==> src/rtl/cfi_geom_pkg.sv <==
package cfi_geom_pkg;

    localparam logic [31:0] QRY_ENTER = 32'h0098_0098;
    localparam logic [31:0] QRY_EXIT  = 32'h00FF_00FF;
    localparam logic [7:0]  QRY_CMD_IDX = 8'h55;

    localparam logic [7:0] IDX_SIG0 = 8'h10;
    localparam logic [7:0] IDX_ALG  = 8'h13;
    localparam logic [7:0] IDX_SIZE = 8'h27;
    localparam logic [7:0] IDX_WBUF = 8'h2A;
    localparam logic [7:0] IDX_NREG = 8'h2C;
    localparam logic [7:0] IDX_RGN0 = 8'h2D;

    typedef enum logic [2:0] {
        SQ_IDLE,
        SQ_ENTER,
        SQ_ADDR,
        SQ_CAPT,
        SQ_EXIT
    } seq_state_t;

    typedef enum logic [3:0] {
        C_IDLE,
        C_SIG,
        C_ALG,
        C_SIZE,
        C_WBUF,
        C_NREG,
        C_REGION,
        C_DONE,
        C_FAIL
    } ctl_state_t;

    // expected signature character for position n of the three
    function automatic logic [7:0] sig_char(input logic [1:0] n);
        case (n)
            2'd0:    return 8'h51;
            2'd1:    return 8'h52;
            default: return 8'h59;
        endcase
    endfunction

    // two devices in parallel: size is 2^(e+1); zero once it leaves 32 bits
    function automatic logic [31:0] pow2_size(input logic [7:0] e);
        logic [8:0] sh;
        sh = {1'b0, e} + 9'd1;
        if (sh < 9'd32)
            return 32'd1 << sh;
        return 32'd0;
    endfunction

endpackage

==> src/rtl/cfi_byte_seq.sv <==
module cfi_byte_seq
    import cfi_geom_pkg::*;
#(
    parameter int AW = 12
) (
    input  logic          clk,
    input  logic          rst_n,
    input  logic          req,
    input  logic [AW-1:0] idx,
    output logic          ack,
    output logic [7:0]    rd_byte,
    output logic [AW-1:0] bus_addr,
    output logic [31:0]   bus_wdata,
    output logic          bus_wr,
    input  logic [7:0]    bus_rbyte
);

    localparam logic [AW-1:0] CMD_IDX = AW'(QRY_CMD_IDX);

    seq_state_t state_q, state_d;
    logic [AW-1:0] idx_q;
    logic [7:0]    byte_q;

    always_ff @(posedge clk or negedge rst_n) begin
        if (!rst_n)
            state_q <= SQ_IDLE;
        else
            state_q <= state_d;
    end

    always_comb begin
        state_d = state_q;
        unique case (state_q)
            SQ_IDLE:  if (req) state_d = SQ_ENTER;
            SQ_ENTER: state_d = SQ_ADDR;
            SQ_ADDR:  state_d = SQ_CAPT;
            SQ_CAPT:  state_d = SQ_EXIT;
            SQ_EXIT:  state_d = SQ_IDLE;
            default:  state_d = SQ_IDLE;
        endcase
    end

    always_ff @(posedge clk or negedge rst_n) begin
        if (!rst_n) begin
            idx_q  <= '0;
            byte_q <= '0;
        end else begin
            if (state_q == SQ_IDLE && req)
                idx_q <= idx;
            if (state_q == SQ_CAPT)
                byte_q <= bus_rbyte;
        end
    end

    always_comb begin
        bus_wr    = 1'b0;
        bus_wdata = '0;
        bus_addr  = idx_q;
        ack       = 1'b0;
        unique case (state_q)
            SQ_ENTER: begin
                bus_wr    = 1'b1;
                bus_wdata = QRY_ENTER;
                bus_addr  = CMD_IDX;
            end
            SQ_EXIT: begin
                bus_wr    = 1'b1;
                bus_wdata = QRY_EXIT;
                bus_addr  = CMD_IDX;
                ack       = 1'b1;
            end
            default: begin
                bus_wr = 1'b0;
            end
        endcase
    end

    assign rd_byte = byte_q;

endmodule

==> src/rtl/cfi_rgn_table.sv <==
module cfi_rgn_table #(
    parameter int MAX_RGN = 32,
    parameter int RSEL_W  = (MAX_RGN > 1) ? $clog2(MAX_RGN) : 1
) (
    input  logic              clk,
    input  logic              rst_n,
    input  logic              we,
    input  logic [RSEL_W-1:0] wr_sel,
    input  logic [31:0]       wr_desc,
    input  logic [31:0]       wr_start,
    output logic [31:0]       nxt_end,
    input  logic [RSEL_W-1:0] rd_sel,
    output logic [31:0]       rd_blk_size,
    output logic [16:0]       rd_blk_cnt,
    output logic [31:0]       rd_start,
    output logic [31:0]       rd_end
);

    logic [31:0] new_size;
    logic [16:0] new_cnt;
    logic [31:0] prod;

    // block size is 512 times the upper half; count is lower half plus one
    assign new_size = {7'd0, wr_desc[31:16], 9'd0};
    assign new_cnt  = {1'b0, wr_desc[15:0]} + 17'd1;
    assign prod     = new_size * {15'd0, new_cnt};
    assign nxt_end  = wr_start + prod;

    logic [31:0] size_a  [MAX_RGN];
    logic [16:0] cnt_a   [MAX_RGN];
    logic [31:0] start_a [MAX_RGN];
    logic [31:0] end_a   [MAX_RGN];

    for (genvar g = 0; g < MAX_RGN; g++) begin : g_entry
        always_ff @(posedge clk or negedge rst_n) begin
            if (!rst_n) begin
                size_a[g]  <= '0;
                cnt_a[g]   <= '0;
                start_a[g] <= '0;
                end_a[g]   <= '0;
            end else if (we && (wr_sel == RSEL_W'(g))) begin
                size_a[g]  <= new_size;
                cnt_a[g]   <= new_cnt;
                start_a[g] <= wr_start;
                end_a[g]   <= nxt_end;
            end
        end
    end

    always_comb begin
        rd_blk_size = '0;
        rd_blk_cnt  = '0;
        rd_start    = '0;
        rd_end      = '0;
        if (int'(rd_sel) < MAX_RGN) begin
            rd_blk_size = size_a[rd_sel];
            rd_blk_cnt  = cnt_a[rd_sel];
            rd_start    = start_a[rd_sel];
            rd_end      = end_a[rd_sel];
        end
    end

endmodule

==> src/rtl/cfi_geom_ctrl.sv <==
module cfi_geom_ctrl
    import cfi_geom_pkg::*;
#(
    parameter int AW      = 12,
    parameter int MAX_RGN = 32,
    parameter int RSEL_W  = (MAX_RGN > 1) ? $clog2(MAX_RGN) : 1,
    parameter int CW      = $clog2(MAX_RGN + 1)
) (
    input  logic              clk,
    input  logic              rst_n,
    input  logic              start,
    output logic              busy,
    output logic              done,
    output logic              err,
    output logic              req,
    output logic [AW-1:0]     idx,
    input  logic              ack,
    input  logic [7:0]        rd_byte,
    output logic [7:0]        alg_id,
    output logic [31:0]       total_size,
    output logic [31:0]       wbuf_size,
    output logic [CW-1:0]     rgn_count,
    output logic              tbl_we,
    output logic [RSEL_W-1:0] tbl_sel,
    output logic [31:0]       tbl_desc,
    output logic [31:0]       tbl_start,
    input  logic [31:0]       tbl_end
);

    localparam logic [7:0] CLAMP8 = 8'(MAX_RGN);

    ctl_state_t    state_q, state_d;
    logic [1:0]    bcnt_q;
    logic [RSEL_W-1:0] rgn_q;
    logic [23:0]   desc_lo_q;
    logic [31:0]   cursor_q;
    logic [CW-1:0] nreg_clamped;
    logic          sig_bad;
    logic          last_rgn;

    assign nreg_clamped = (rd_byte > CLAMP8) ? CW'(MAX_RGN) : CW'(rd_byte);
    assign sig_bad      = (rd_byte != sig_char(bcnt_q));
    assign last_rgn     = (CW'(rgn_q) + CW'(1)) == rgn_count;

    // state register
    always_ff @(posedge clk or negedge rst_n) begin
        if (!rst_n)
            state_q <= C_IDLE;
        else
            state_q <= state_d;
    end

    always_comb begin
        state_d = state_q;
        unique case (state_q)
            C_IDLE:   if (start) state_d = C_SIG;
            C_SIG:    if (ack) begin
                          if (sig_bad)
                              state_d = C_FAIL;
                          else if (bcnt_q == 2'd2)
                              state_d = C_ALG;
                      end
            C_ALG:    if (ack) state_d = C_SIZE;
            C_SIZE:   if (ack) state_d = C_WBUF;
            C_WBUF:   if (ack) state_d = C_NREG;
            C_NREG:   if (ack) state_d = (nreg_clamped == '0) ? C_DONE : C_REGION;
            C_REGION: if (ack && bcnt_q == 2'd3 && last_rgn) state_d = C_DONE;
            C_DONE:   state_d = C_IDLE;
            C_FAIL:   state_d = C_IDLE;
            default:  state_d = C_IDLE;
        endcase
    end

    // outputs decoded from state
    always_comb begin
        req  = 1'b0;
        idx  = '0;
        done = 1'b0;
        busy = (state_q != C_IDLE);
        unique case (state_q)
            C_SIG: begin
                req = 1'b1;
                idx = AW'(IDX_SIG0) + AW'(bcnt_q);
            end
            C_ALG: begin
                req = 1'b1;
                idx = AW'(IDX_ALG);
            end
            C_SIZE: begin
                req = 1'b1;
                idx = AW'(IDX_SIZE);
            end
            C_WBUF: begin
                req = 1'b1;
                idx = AW'(IDX_WBUF);
            end
            C_NREG: begin
                req = 1'b1;
                idx = AW'(IDX_NREG);
            end
            C_REGION: begin
                req = 1'b1;
                idx = AW'(IDX_RGN0) + (AW'(rgn_q) << 2) + AW'(bcnt_q);
            end
            C_DONE, C_FAIL: done = 1'b1;
            default: req = 1'b0;
        endcase
    end

    assign tbl_we    = (state_q == C_REGION) && ack && (bcnt_q == 2'd3);
    assign tbl_sel   = rgn_q;
    assign tbl_desc  = {rd_byte, desc_lo_q};
    assign tbl_start = cursor_q;

    // result and progress registers
    always_ff @(posedge clk or negedge rst_n) begin
        if (!rst_n) begin
            bcnt_q     <= '0;
            rgn_q      <= '0;
            desc_lo_q  <= '0;
            cursor_q   <= '0;
            alg_id     <= '0;
            total_size <= '0;
            wbuf_size  <= '0;
            rgn_count  <= '0;
            err        <= 1'b0;
        end else begin
            unique case (state_q)
                C_IDLE: if (start) begin
                    bcnt_q     <= '0;
                    rgn_q      <= '0;
                    desc_lo_q  <= '0;
                    cursor_q   <= '0;
                    alg_id     <= '0;
                    total_size <= '0;
                    wbuf_size  <= '0;
                    rgn_count  <= '0;
                    err        <= 1'b0;
                end
                C_SIG: if (ack) begin
                    if (sig_bad)
                        err <= 1'b1;
                    else
                        bcnt_q <= (bcnt_q == 2'd2) ? 2'd0 : bcnt_q + 2'd1;
                end
                C_ALG:  if (ack) alg_id     <= rd_byte;
                C_SIZE: if (ack) total_size <= pow2_size(rd_byte);
                C_WBUF: if (ack) wbuf_size  <= pow2_size(rd_byte);
                C_NREG: if (ack) begin
                    rgn_count <= nreg_clamped;
                    bcnt_q    <= '0;
                end
                C_REGION: if (ack) begin
                    unique case (bcnt_q)
                        2'd0: desc_lo_q[7:0]   <= rd_byte;
                        2'd1: desc_lo_q[15:8]  <= rd_byte;
                        2'd2: desc_lo_q[23:16] <= rd_byte;
                        default: begin
                            cursor_q <= tbl_end;
                            rgn_q    <= rgn_q + RSEL_W'(1);
                        end
                    endcase
                    bcnt_q <= bcnt_q + 2'd1;
                end
                default: begin
                    bcnt_q <= bcnt_q;
                end
            endcase
        end
    end

endmodule

==> src/rtl/cfi_geom_reader.sv <==
module cfi_geom_reader #(
    parameter int AW      = 12,
    parameter int MAX_RGN = 32,
    parameter int RSEL_W  = (MAX_RGN > 1) ? $clog2(MAX_RGN) : 1,
    parameter int CW      = $clog2(MAX_RGN + 1)
) (
    input  logic              clk,
    input  logic              rst_n,
    input  logic              start,
    output logic              busy,
    output logic              done,
    output logic              err,
    output logic [AW-1:0]     bus_addr,
    output logic [31:0]       bus_wdata,
    output logic              bus_wr,
    input  logic [31:0]       bus_rdata,
    output logic [7:0]        alg_id,
    output logic [31:0]       total_size,
    output logic [31:0]       wbuf_size,
    output logic [CW-1:0]     rgn_count,
    input  logic [RSEL_W-1:0] rgn_sel,
    output logic [31:0]       rgn_blk_size,
    output logic [16:0]       rgn_blk_count,
    output logic [31:0]       rgn_start,
    output logic [31:0]       rgn_end
);

    logic              req;
    logic [AW-1:0]     idx;
    logic              ack;
    logic [7:0]        rd_byte;
    logic              tbl_we;
    logic [RSEL_W-1:0] tbl_sel;
    logic [31:0]       tbl_desc;
    logic [31:0]       tbl_start;
    logic [31:0]       tbl_end;
    logic              unused_rdata_hi;

    // only the low byte lane carries table data
    assign unused_rdata_hi = ^bus_rdata[31:8];

    cfi_byte_seq #(.AW(AW)) u_seq (
        .clk       (clk),
        .rst_n     (rst_n),
        .req       (req),
        .idx       (idx),
        .ack       (ack),
        .rd_byte   (rd_byte),
        .bus_addr  (bus_addr),
        .bus_wdata (bus_wdata),
        .bus_wr    (bus_wr),
        .bus_rbyte (bus_rdata[7:0])
    );

    cfi_geom_ctrl #(
        .AW      (AW),
        .MAX_RGN (MAX_RGN),
        .RSEL_W  (RSEL_W),
        .CW      (CW)
    ) u_ctrl (
        .clk        (clk),
        .rst_n      (rst_n),
        .start      (start),
        .busy       (busy),
        .done       (done),
        .err        (err),
        .req        (req),
        .idx        (idx),
        .ack        (ack),
        .rd_byte    (rd_byte),
        .alg_id     (alg_id),
        .total_size (total_size),
        .wbuf_size  (wbuf_size),
        .rgn_count  (rgn_count),
        .tbl_we     (tbl_we),
        .tbl_sel    (tbl_sel),
        .tbl_desc   (tbl_desc),
        .tbl_start  (tbl_start),
        .tbl_end    (tbl_end)
    );

    cfi_rgn_table #(
        .MAX_RGN (MAX_RGN),
        .RSEL_W  (RSEL_W)
    ) u_tbl (
        .clk         (clk),
        .rst_n       (rst_n),
        .we          (tbl_we),
        .wr_sel      (tbl_sel),
        .wr_desc     (tbl_desc),
        .wr_start    (tbl_start),
        .nxt_end     (tbl_end),
        .rd_sel      (rgn_sel),
        .rd_blk_size (rgn_blk_size),
        .rd_blk_cnt  (rgn_blk_count),
        .rd_start    (rgn_start),
        .rd_end      (rgn_end)
    );

endmodule

==> config.mk <==
export PLATFORM = sky130hd
export DESIGN_NAME = cfi_geom_reader
export DESIGN_NICKNAME = d
export VERILOG_FILES = /design/src/rtl/cfi_geom_pkg.sv /design/src/rtl/cfi_byte_seq.sv /design/src/rtl/cfi_rgn_table.sv /design/src/rtl/cfi_geom_ctrl.sv /design/src/rtl/cfi_geom_reader.sv
export SDC_FILE = /design/constraint.sdc
export NUM_CORES = 2
export LEC_CHECK = 0
export CAP_MARGIN = 25
export CORE_ASPECT_RATIO = 0.8
export CORE_MARGIN = 2
export CORE_UTILIZATION = 56
export DETAILED_ROUTE_END_ITERATION = 6
export GPL_TIMING_DRIVEN = 0
export MAX_ROUTING_LAYER = met4
export PLACE_DENSITY = 0.87
export SYNTH_ARGS = -nofsm -noshare
export SYNTH_HDL_FRONTEND = slang
export SYNTH_SLANG_ARGS = --single-unit
export TNS_END_PERCENT = 100
==> constraint.sdc <==
create_clock -name clk -period 8.1 [get_ports clk]
set_input_delay 1.215 -clock clk [delete_from_list [all_inputs] [get_ports clk]]
set_output_delay 1.215 -clock clk [all_outputs]
set_load 0.005 [all_outputs]
==> results of run 1 <==
## cell families after synthesis
family | synth area share
AND/OR/NAND/NOR | 0.0675
buffers and inverters | 0.0390
adder cells (fa/ha/maj) | 0.0366
other | 0.0000298
XOR/XNOR | 0.00729
flip-flops | 0.533
multiplexers | 0.246
AO/OA/AOI/OAI | 0.0702
## stage by stage
| stage | TNS, ps | util | instance area (sq um) | setup slack (ps) | cells |
|---|---|---|---|---|---|
| after global routing | -95230 | 0.665 | 149000 | -637 | 14265 |
| after floorplan | 0 | - | 126000 | 42.1 | 10147 |
| after detailed placement | -700900 | 0.607 | 136000 | -2520 | 13531 |
| after CTS | -9370 | 0.655 | 146000 | -195 | 14072 |
| after global placement | - | 0.590 | 132000 | -108960 | 13326 |
## routing by layer
layer	global-route usage
met1	0.564
met2	0.593
met3	0.247
met4	0.306
met5	-
## repair_timing
item	4_1_cts	5_1_grt
endpoints found under the setup margin	486	386
hold buffers	0	0
setup buffers	82	66
gates cloned	3	8
resized for setup	281	319
pin swaps	75	113
==> flow_summary.yaml, run 1 <==
yosys:
  synth_seq_area_share: 0.533
  synth_edf_count: 0
  synthCells: 10095
  synth_seq_cells: 2685
  yosysTopAreaCell: "dfrtp_1"
  yosys_warnings: 0
  synth_top_cells_by_count: "2685 x dfrtp_1, 1808 x nand2_1, 1592 x o21ai_0, 1144 x mux2_2, 836 x clkbuf_1"
  synth_area_leaders: "dfrtp_1 53%, mux4_2 14%, mux2_2 10%"
  dominantRegCellSynth: "dfrtp_1"
  netlist_area_sq_um: 126000
  synth_top_area_share: 0.533
  yosys.cell_types.count: 63
  yosysMostFrequentCell: "dfrtp_1"
  synth.avg_cell_area_sq_um: 12.5
  async_flop_share: 1.00
die:
  die_h_microns: 428
  initial_core_util: 0.564
  chipWidth_microns: 534
  rows: 155
  pin_count: 279
clock_tree:
  clockBufferDepth: 4
  htreeDepth: 5
  cts.sinks: 2685
  numCtsBuffers: 271
  clockRootBuffer: "clkbuf_16"
global_route:
  grt_max_degree: 201
  globalRouteOverflowTotal: 0
  grtUsageTotal: 0.464
  grt_pass1_vias: 98174
  grt_first_pass_wirelength_microns: 724000
  antenna_found_initial: 53
placed_design:
  hpwl_microns: 366000
  gp_congestion: 1.06
  portBuffers: 196
run_status:
  lastStage: "detailed routing (5_2_route)"
  status: "stopped before the end"
  tool.error: "[ERROR DRT-0255] Maze Route cannot find path of net clk in worker of routeBox ( 483000 0 ) ( 534220 48300 )."
timing:
  grt_worst_setup_endpoint: "u_tbl.end_a[831]$_DFFE_PN0P_/D"
  worstEndpointType: "sequential cell input"
==> inputs of run 2 (changes only) <==
CORE_ASPECT_RATIO = not set   (was 0.8)
CORE_UTILIZATION = 40   (was 56)
MAX_ROUTING_LAYER = not set   (was met4)
PLACE_DENSITY = not set   (was 0.87)
PLACE_DENSITY_LB_ADDON = 0.15   (was not set)
clock period = 10.5 ns   (was 8.1 ns; I/O delays follow)
==> run 2 against run 1 <==
  * The flow now finishes without violations
  * Global-route usage is 13 points lower
  * Synthesized area is the same
  * Synthesized cell count unchanged
==> flow_summary.yaml, run 2 <==
hold_path:
  worstHoldPathCells: 2
  hp-class: "reg2reg"
  min_from: "u_tbl.end_a[919]"
  whs_endpoint: "u_tbl.end_a[919]"
yosys:
  netlist_area_sq_um: 126000
  synth-xor-area-share: 0.00729
  synth_seq_area_share: 0.533
  yosys.cell_types.count: 63
  synthMuxAreaShare: 0.246
  synth_top_cells_by_count: "2685 x dfrtp_1, 1808 x nand2_1, 1592 x o21ai_0, 1144 x mux2_2, 836 x clkbuf_1"
  synth_seq_cells: 2685
  async_flop_share: 1.00
  dominantRegCellSynth: "dfrtp_1"
  yosys_warnings: 0
  synth_compound_area_frac: 0.0702
  yosysTopAreaCell: "dfrtp_1"
  synth_edf_count: 0
  synth.avg_cell_area_sq_um: 12.5
  synth_top_area_share: 0.533
  synth_area_leaders: "dfrtp_1 53%, mux4_2 14%, mux2_2 10%"
  synthCells: 10095
  synth_top_family_by_area: "multiplexers"
  synthSimpleGateAreaFrac: 0.0675
  yosysMostFrequentCell: "dfrtp_1"
  yosys.area_share.adder: 0.0366
global_route:
  grt_first_pass_wirelength_microns: 733000
  grt_max_degree: 179
  grt_use_met1: 0.434
  grt_pass1_vias: 92629
  top_usage_layer: "met2"
  antenna_found_initial: 52
  met3_usage: 0.105
  grtUsageTotal: 0.330
  globalRouteOverflowTotal: 0
  gr-usage-met2: 0.490
die:
  chipWidth_microns: 565
  die_h_microns: 565
  rows: 206
  initial_core_util: 0.401
  dieArea_sq_um: 319000
  pin_count: 279
  fp.coreArea_sq_um: 314000
placed_design:
  post_dp_cell_area_sq_um: 137000
  gp_congestion: 0.968
  pre_cts_ws_ps: -452
  portBuffers: 196
  place_inst: 14723
  hpwl_microns: 392000
timing:
  tns_ps: 0
  hold_viol: 0
  fin_crit_ps: 10070
  tightest_slew_ps: 1310
  slew_headroom: 0.124
  drv_slew: 0
  holdWs_ps: 474
  rsz0062_at_grt: "false"
  setup_viol: 0
  min_period_over_period: 0.959
  skew_ps: 63.9
  setup_ws_ps: 431
  fmax_mhz: 99.3
cells_and_area:
  syn2layout_area_growth_pct: 17.7
  register_area_sq_um: 67200
  layout.cells.non_filler: 15336
  top_regs: "u_tbl.end_a x736, u_tbl.start_a x736, u_tbl.cnt_a x544"
  drive_gt1_frac: 0.261
  fin_area_sq_um: 148000
  final_cell_mix: "2683 x dfrtp_1, 1804 x nand2_1, 1590 x o21ai_0"
  final_util: 0.472
  layout_commonest_cell: "dfrtp_1"
  multi_input_area_sq_um: 54200
  nFillCells: 28159
  layout.nets: 11209
clock_tree:
  numCtsBuffers: 308
  tritoncts: "yes"
  clk_pin_slew_ps: 60
  cts.sinks: 2685
  clk_latency_ps: 950
  htreeDepth: 5
  cts-hold-fix-buffers: 0
  clockRootBuffer: "clkbuf_16"
  clockBufferDepth: 4
critical_path:
  critPathLaunchType: "register"
  r2r-end: "u_tbl.end_a[953]"
  cp_slowest_stage_delay_ps: 700
  r2r-start: "u_ctrl.desc_lo_q[0]"
  crit_type: "reg2reg"
  crit_top_cell: "fa_1"
  cp_data_required_time_ps: 11260
  endpoint_kind: "register"
  cp.arrival_ps: 10830
  cpMaxStageDelayCell: "clkbuf_1"
  cp_max_fo: 10
  r2r.worst_path.cells: 31
  rrSetupSlack_ps: 430
route:
  drc_errors: 0
  drt_pre_antenna_iters: 5
  drt.antenna.violating_nets: 0
  wl_per_cell_microns: 34.4
  routed_wl_microns: 527000
  drtIter0Drc: 11888
  vias: 92951
  vias_per_cell: 6.06
run:
  drv_cap: 0
power:
  leakage_nw: 67.4
  finalPower_mw: 24.3
  ir_drop_mv: 0.129
  power.density_nw_per_um2: 164
run_status:
  status: "completed"
## run 2: cell counts after synthesis
Identical to the previous run, type by type.
## run 2: repair_timing
item | CTS | global route
pin swaps | 0 | 1
setup endpoints to repair | 153 | 203
buffers inserted | 0 | 2
hold endpoints to repair | 0 | 0
gates resized for setup | 12 | 23
## run 2: worst max path at each step
stage                         from             endpoint  slack, ps
6_report       u_ctrl.desc_lo_q[0]     u_tbl.end_a[953]        430
5_1_grt        u_ctrl.desc_lo_q[0]     u_tbl.end_a[542]          3
4_1_cts        u_ctrl.desc_lo_q[0]     u_tbl.end_a[510]         50
3_5_place_dp      u_seq.rd_byte[3]     u_tbl.end_a[575]       -450
3_3_place_gp                 rst_n  u_tbl.start_a[1015]    -112030
2_1_floorplan  u_ctrl.desc_lo_q[0]     u_tbl.end_a[415]       2360
## run 2: cells by family (layout without fill, tap and decap cells)
kind of cell | Yosys count | count (layout)
AOI/OAI and AO/OA | 1719 | 1719
xor gates and xnor gates | 99 | 99
adders and majority gates | 269 | 269
buffers and inverters | 1232 | 2223
DFF | 2685 | 2685
muxes | 1960 | 1960
other | 1 | 91
and+or+nand+nor | 2130 | 2130
## run 2: metal layers
layer / share of wire / wire, microns
met1: 0.39 / 207000
met2: 0.44 / 232000
met3: 0.11 / 57200
met4: 0.058 / 30400
met5: 0.00035 / 187
## run 2: worst max-delay path, delay by kind of cell, from the launching register on
family,cells,cell delay [ps]
buffers and inverters,5,1270
DFF,1,510
xor gates and xnor gates,3,1650
AOI/OAI and AO/OA,8,1570
and+or+nand+nor,6,1080
adders and majority gates,9,3810
## run 2: cell type report
type                       count  area share
antenna                       38    0.000641
buffer                       993      0.0281
clock buffer                 469      0.0621
clock inverter                79     0.00701
inverter                     236     0.00603
multi-input combinational   6230       0.365
sequential                  2685       0.453
tap                         4160      0.0351
timing repair buffer         446      0.0422
## run 2: power by group
part | switching (mW) | internal (mW) | total (mW)
Sequential | 0.0693 | 10.4 | 10.5
Clock | 4.63 | 6.40 | 11.0
Combinational | 2.11 | 0.701 | 2.81
Total | 6.80 | 17.5 | 24.3
(Power assumes the default switching activity.)
